===== config.mk =====
export PLATFORM = sky130hd
export DESIGN_NAME = tap_bit_buffer
export DESIGN_NICKNAME = d
export VERILOG_FILES = /design/src/rtl/tbb_pkg.sv /design/src/rtl/tbb_ctrl.sv /design/src/rtl/tbb_rows.sv /design/src/rtl/tap_bit_buffer.sv
export SDC_FILE = /design/constraint.sdc
export NUM_CORES = 1
export LEC_CHECK = 0
export ABC_AREA = 0
export BUFFER_PORTS_ARGS = -buffer_cell sky130_fd_sc_hd__buf_2
export CAP_MARGIN = 30
export CORE_ASPECT_RATIO = 0.9
export CORE_MARGIN = 2
export CORE_UTILIZATION = 59
export DETAILED_ROUTE_END_ITERATION = 12
export PLACE_DENSITY = 0.8
export SYNTH_ARGS = -nofsm -noshare
export SYNTH_HDL_FRONTEND = slang
export SYNTH_HIERARCHICAL = 1
export SYNTH_SLANG_ARGS = --single-unit

===== constraint.sdc =====
create_clock -name clk -period 2.6 [get_ports clk]
set_clock_uncertainty 0.1 [all_clocks]
set_input_delay 0.39 -clock clk [delete_from_list [all_inputs] [get_ports clk]]
set_output_delay 0.39 -clock clk [all_outputs]
set_load 0.05 [all_outputs]

===== src/rtl/tbb_pkg.sv =====
package tbb_pkg;

    typedef enum logic [1:0] {
        ST_LOAD = 2'd0,
        ST_HOLD = 2'd1,
        ST_RUN  = 2'd2
    } buf_state_e;

endpackage


===== src/rtl/tbb_ctrl.sv =====
module tbb_ctrl
    import tbb_pkg::*;
#(
    parameter int TAPS   = 4,
    parameter int SAMP_W = 8,
    parameter int PORT_W = 10,
    localparam int IDX_W = (TAPS > 1) ? $clog2(TAPS) : 1,
    localparam int BIT_W = (SAMP_W > 1) ? $clog2(SAMP_W) : 1
) (
    input  logic              clk,
    input  logic              rst_n,
    input  logic [PORT_W-1:0] din,
    input  logic              coef_enable,
    input  logic              sample_valid,
    input  logic              table_ready,
    output buf_state_e        state,
    output logic              load_en,
    output logic [IDX_W-1:0]  load_idx,
    output logic              clear,
    output logic              rot_en,
    output logic              push_en,
    output logic [SAMP_W-1:0] push_data,
    output logic              msb_flag,
    output logic              coef_full
);

    localparam logic [IDX_W-1:0] LAST_SLOT = IDX_W'(TAPS - 1);
    localparam logic [BIT_W-1:0] LAST_BIT  = BIT_W'(SAMP_W - 1);

    buf_state_e        state_nx;
    logic [BIT_W-1:0]  bit_idx;
    logic              pend_v;
    logic [SAMP_W-1:0] pend_d;
    logic              at_msb;

    // state register
    always_ff @(posedge clk) begin
        if (!rst_n) state <= ST_LOAD;
        else        state <= state_nx;
    end

    // transitions: LAST_COEF, TABLE_READY
    always_comb begin
        state_nx = state;
        unique case (state)
            ST_LOAD: if (coef_enable && load_idx == LAST_SLOT) state_nx = ST_HOLD;
            ST_HOLD: if (table_ready) state_nx = ST_RUN;
            ST_RUN:  state_nx = ST_RUN;
            default: state_nx = ST_LOAD;
        endcase
    end

    // outputs decoded from state
    always_comb begin
        load_en   = 1'b0;
        clear     = 1'b0;
        rot_en    = 1'b0;
        at_msb    = 1'b0;
        unique case (state)
            ST_LOAD: load_en = coef_enable;
            ST_HOLD: clear   = table_ready;
            ST_RUN: begin
                rot_en = 1'b1;
                at_msb = (bit_idx == LAST_BIT);
            end
            default: ;
        endcase
        push_en   = at_msb && (sample_valid || pend_v);
        push_data = sample_valid ? din[SAMP_W-1:0] : pend_d;
        msb_flag  = at_msb;
    end

    // coefficient slot counter
    always_ff @(posedge clk) begin
        if (!rst_n)       load_idx <= '0;
        else if (load_en) load_idx <= (load_idx == LAST_SLOT) ? '0 : load_idx + 1'b1;
    end

    // bit position within the frame
    always_ff @(posedge clk) begin
        if (!rst_n || state != ST_RUN) bit_idx <= '0;
        else if (at_msb)               bit_idx <= '0;
        else                           bit_idx <= bit_idx + 1'b1;
    end

    // sample held until the frame boundary
    always_ff @(posedge clk) begin
        if (!rst_n || state != ST_RUN) begin
            pend_v <= 1'b0;
            pend_d <= '0;
        end else if (at_msb) begin
            pend_v <= 1'b0;
        end else if (sample_valid) begin
            pend_v <= 1'b1;
            pend_d <= din[SAMP_W-1:0];
        end
    end

    // one-cycle pulse after the final coefficient
    always_ff @(posedge clk) begin
        if (!rst_n) coef_full <= 1'b0;
        else        coef_full <= (state == ST_LOAD) && (state_nx == ST_HOLD);
    end

    assert_full_pulse_R3: assert property (@(posedge clk) disable iff (!rst_n)
        coef_full |=> !coef_full);

    assert_full_in_hold_R3: assert property (@(posedge clk) disable iff (!rst_n)
        coef_full |-> state == ST_HOLD);

    assert_enter_run_R5: assert property (@(posedge clk) disable iff (!rst_n)
        (state == ST_HOLD && table_ready) |=> (state == ST_RUN && !msb_flag));

    generate
        if (SAMP_W > 1) begin : g_msb_gap
            assert_msb_gap_R6: assert property (@(posedge clk) disable iff (!rst_n)
                msb_flag |=> !msb_flag);
        end
    endgenerate

endmodule


===== src/rtl/tbb_rows.sv =====
module tbb_rows #(
    parameter int TAPS   = 4,
    parameter int SAMP_W = 8,
    parameter int ROW_W  = 10,
    localparam int IDX_W = (TAPS > 1) ? $clog2(TAPS) : 1
) (
    input  logic                       clk,
    input  logic                       rst_n,
    input  logic                       clear,
    input  logic                       load_en,
    input  logic [IDX_W-1:0]           load_idx,
    input  logic [ROW_W-1:0]           load_data,
    input  logic                       rot_en,
    input  logic                       push_en,
    input  logic [SAMP_W-1:0]          push_data,
    output logic [TAPS-1:0][ROW_W-1:0] rows
);

    // rotate the sample field right by one bit
    function automatic logic [ROW_W-1:0] rot1(input logic [ROW_W-1:0] x);
        logic [ROW_W-1:0] y;
        y = x;
        y[SAMP_W-1:0] = {x[0], x[SAMP_W-1:1]};
        return y;
    endfunction

    generate
        for (genvar t = 0; t < TAPS; t++) begin : g_row
            logic [ROW_W-1:0] shift_src;
            if (t == 0) begin : g_top
                assign shift_src = {{(ROW_W-SAMP_W){1'b0}}, push_data};
            end else begin : g_lower
                assign shift_src = rot1(rows[t-1]);
            end

            always_ff @(posedge clk) begin
                if (!rst_n || clear)                       rows[t] <= '0;
                else if (load_en && int'(load_idx) == t)   rows[t] <= load_data;
                else if (rot_en && push_en)                rows[t] <= shift_src;
                else if (rot_en)                           rows[t] <= rot1(rows[t]);
            end
        end
    endgenerate

    assert_clear_rows_R5: assert property (@(posedge clk) disable iff (!rst_n)
        clear |=> rows == '0);

    assert_push_top_R7: assert property (@(posedge clk) disable iff (!rst_n)
        (rot_en && push_en && !clear) |=> rows[0][SAMP_W-1:0] == $past(push_data));

endmodule


===== src/rtl/tap_bit_buffer.sv =====
module tap_bit_buffer
    import tbb_pkg::*;
#(
    parameter int TAPS   = 4,
    parameter int SAMP_W = 8,
    parameter int COEF_W = 10,
    localparam int PORT_W = (SAMP_W > COEF_W) ? SAMP_W : COEF_W,
    localparam int IDX_W  = (TAPS > 1) ? $clog2(TAPS) : 1
) (
    input  logic              clk,
    input  logic              rst_n,
    input  logic [PORT_W-1:0] din,
    input  logic              coef_enable,
    input  logic              sample_valid,
    input  logic              table_ready,
    input  logic [IDX_W-1:0]  coef_sel,
    output logic [COEF_W-1:0] coef_rd,
    output logic              coef_full,
    output logic [TAPS-1:0]   tap_bits,
    output logic              msb_flag
);

    buf_state_e                 state;
    logic                       load_en;
    logic [IDX_W-1:0]           load_idx;
    logic                       clear;
    logic                       rot_en;
    logic                       push_en;
    logic [SAMP_W-1:0]          push_data;
    logic [TAPS-1:0][PORT_W-1:0] rows;

    tbb_ctrl #(.TAPS(TAPS), .SAMP_W(SAMP_W), .PORT_W(PORT_W)) u_ctrl (
        .clk          (clk),
        .rst_n        (rst_n),
        .din          (din),
        .coef_enable  (coef_enable),
        .sample_valid (sample_valid),
        .table_ready  (table_ready),
        .state        (state),
        .load_en      (load_en),
        .load_idx     (load_idx),
        .clear        (clear),
        .rot_en       (rot_en),
        .push_en      (push_en),
        .push_data    (push_data),
        .msb_flag     (msb_flag),
        .coef_full    (coef_full)
    );

    tbb_rows #(.TAPS(TAPS), .SAMP_W(SAMP_W), .ROW_W(PORT_W)) u_rows (
        .clk       (clk),
        .rst_n     (rst_n),
        .clear     (clear),
        .load_en   (load_en),
        .load_idx  (load_idx),
        .load_data (din),
        .rot_en    (rot_en),
        .push_en   (push_en),
        .push_data (push_data),
        .rows      (rows)
    );

    // coefficient read port
    always_comb begin
        coef_rd = '0;
        for (int t = 0; t < TAPS; t++) begin
            if (int'(coef_sel) == t) coef_rd = rows[t][COEF_W-1:0];
        end
    end

    // serial bit per tap, gated outside RUN
    generate
        for (genvar t = 0; t < TAPS; t++) begin : g_tap
            assign tap_bits[t] = (state == ST_RUN) & rows[t][0];
        end
    endgenerate

    assert_hold_frozen_R4: assert property (@(posedge clk) disable iff (!rst_n)
        (state == ST_HOLD && $past(state) == ST_HOLD) |-> $stable(rows));

    assert_idle_quiet_R9: assert property (@(posedge clk) disable iff (!rst_n)
        (state != ST_RUN) |-> (tap_bits == '0 && !msb_flag));

endmodule


==> flow_summary.json <==
{
  "yosysTopAreaCell": "dfxtp_1",
  "ctsResizeCount": 0,
  "status": "complete, no violations",
  "yosys-top-cells-area": "dfxtp_1 (35%), mux2i_1 (15%), mux4_2 (7.0%), o211ai_1 (5.6%), and2_1 (4.7%)",
  "grt_start_max_net_pins": 34,
  "area_growth_pct": 12.0,
  "grtUsageMet1": 0.347,
  "ys_types": 36,
  "end_kind": "flip-flop",
  "cellPowerDensity_nw_per_um2": 533,
  "wirelength_mm": 7.55,
  "slew_viol_final": 0,
  "grt_pass1_wl_mm": 12.5,
  "vias_per_cell": 6.35,
  "finalCriticalPeriod_ns": 2.32,
  "finalSetupTns_ns": 0,
  "timing_worst_setup_path_type": "flip-flop to flip-flop",
  "multiInputGateArea_um2": 1900,
  "port_buffers": 32,
  "synth-warning-count": 6,
  "via_count": 2713,
  "max_slew.worst_pin.slew_ns": 0.534,
  "slew_headroom": 0.643,
  "finalHoldViolCount": 0,
  "critPathArrivalTime_ns": 2.48,
  "cp.required_ns": 2.76,
  "syn_area_per_cell_um2": 9.80,
  "die_w_um": 81.9,
  "netlist_instances": 329,
  "die_area_um2": 6080,
  "dpl.cell_count": 411,
  "met3_usage": 0.0825,
  "fill_cells": 418,
  "regArea_um2": 1140,
  "holdBufCountCts": 0,
  "clock_latency_ns": 0.34,
  "synth-edff-count": 0,
  "dieHeight_um": 74.1,
  "gp_congestion": 0.835,
  "synth.ff_latch_count": 57,
  "drive_above_1_share": 0.219,
  "coreArea_um2": 5260,
  "antenna_found_initial": 0,
  "clockBufferDepth": 2,
  "rsz0062_at_grt": "no",
  "grt_most_used_layer": "met2",
  "grt_pass1_vias": 2553,
  "cts_tree": "done",
  "seq_area_frac_synth": 0.354,
  "synth_nets": 349,
  "cap_violations": 0,
  "root_buffer": "clkbuf_8",
  "synth_most_common_cell": "dfxtp_1",
  "drt_iter0_markers": 215,
  "vdd_ir_drop_max_uv": 412,
  "initial_core_util": 0.614,
  "dp.final_hpwl_mm": 5.02,
  "met2_usage": 0.442,
  "ys.flop_type": "dfxtp_1",
  "setup_violations": 0,
  "rows": 25,
  "async_flop_share": 0,
  "fin_crit_sh": 0.894,
  "synth_top_cell_area_share": 0.354,
  "crit_path_start_kind": "flip-flop",
  "hp-class": "input port to flip-flop",
  "grt_overflow_total": 0,
  "grt_usage": 0.272,
  "netlist_top_cells_count": "dfxtp_1 (57), mux2i_1 (48), and2_1 (24), o211ai_1 (24), o22ai_1 (24)",
  "diodes": 0,
  "fmax_mhz": 430,
  "cts_sinks": 57,
  "clk_pin_slew_ns": 0.08,
  "cts_htree_levels": 3,
  "postCtsSetupBuffers": 0,
  "crit_path_max_fanout": 33,
  "synth_area_um2": 3230,
  "cts_buffers": 9,
  "wl_per_cell_um": 17.7,
  "final_antenna_net_count": 0,
  "dr.pass1.iters": 4,
  "drcViolationCount": 0,
  "fin_cells": 427,
  "power_leakage_nw": 1.40,
  "layout.nets": 375,
  "io_pins": 33
}
## routing by layer
metal | vias to the layer above | wire (um) | share of wire
met1 | 1314 | 3270 | 0.43
met3 | 14 | 440 | 0.058
li1 | 1296 | - | -
met4 | 0 | 122 | 0.016
met2 | 89 | 3710 | 0.49
met5 | - | 0 | 0
## final cells by class
type / count / share of cell area
Multi-Input combinational cell: 232 / 0.525
Clock buffer: 9 / 0.0343
Sequential cell: 57 / 0.316
Timing Repair Buffer: 45 / 0.0783
Tap cell: 67 / 0.0232
Inverter: 10 / 0.0104
Clock inverter: 7 / 0.0132
## registers in the layout, summed over array words and instances, names as in the netlist
signal / count
u_ctrl/load_idx: 2
u_rows/rows: 40
u_ctrl/pend_d: 8
u_ctrl/state: 2
u_ctrl/bit_idx: 3
u_ctrl/pend_v: 1
u_ctrl/coef_full: 1
## cell usage in the layout (no fill, tap or decap), drive strengths merged, types with 8 or more instances in the layout
cell	n
mux4	10
inv	10
a2111o	8
nor4bb	8
a211oi	9
a21oi	8
nor2	11
o21ai	14
o22ai	24
dfxtp	57
nand2	15
buf	45
mux2i	48
and2	24
o211ai	24
clkbuf	9
## final timing paths
kind	from	endpoint	slack (ns)	depth (start not counted)
max	u_ctrl/bit_idx[0]	u_rows/rows[7]	0.28	8
min	din[9]	u_rows/rows[9]	0.21	3
max reg2reg	u_ctrl/bit_idx[0]	u_rows/rows[7]	0.28	8
min reg2reg	u_ctrl/bit_idx[0]	u_ctrl/bit_idx[0]	0.33	1
## logic make-up after synthesis
kind of cell,share of synthesized area
AO/OA/AOI/OAI,0.188
adder cells (fa/ha/maj),0.0116
buffers and inverters,0.0640
flip-flops,0.354
multiplexers,0.219
AND/OR/NAND/NOR,0.164
## power breakdown
group / switching [mW] / internal [mW] / total (mW)
Clock: 0.393 / 0.341 / 0.733
Combinational: 0.148 / 0.0966 / 0.245
Sequential: 0.0398 / 0.909 / 0.949
Total: 0.581 / 1.35 / 1.93
## metrics by stage
| stage | util | cell area (um2) | power, mW | worst slack [ns] | hold slack, ns |
|---|---|---|---|---|---|
| floorplan | - | 3230 | 1.13 | 0.574 | 0.308 |
| global placement | 0.655 | 3440 | 1.20 | 0.401 | 0.314 |
| detailed placement | 0.655 | 3440 | 1.21 | 0.321 | 0.325 |
| CTS | 0.687 | 3610 | 1.94 | 0.306 | 0.202 |
| global route | 0.687 | 3610 | 1.99 | 0.119 | 0.219 |
| finish | 0.687 | 3610 | 1.93 | 0.277 | 0.215 |
## critical path, cell delays in order, from the launching register on
cell and delay (ns):
dfxtp_1 0.33, ha_1 0.15, ha_1 0.42, nand3b_4 0.21
nor2_4 0.17, buf_12 0.25, mux2i_1 0.11, a2111o_1 0.39
o21ai_0 0.08
(Power assumes the default switching activity.)
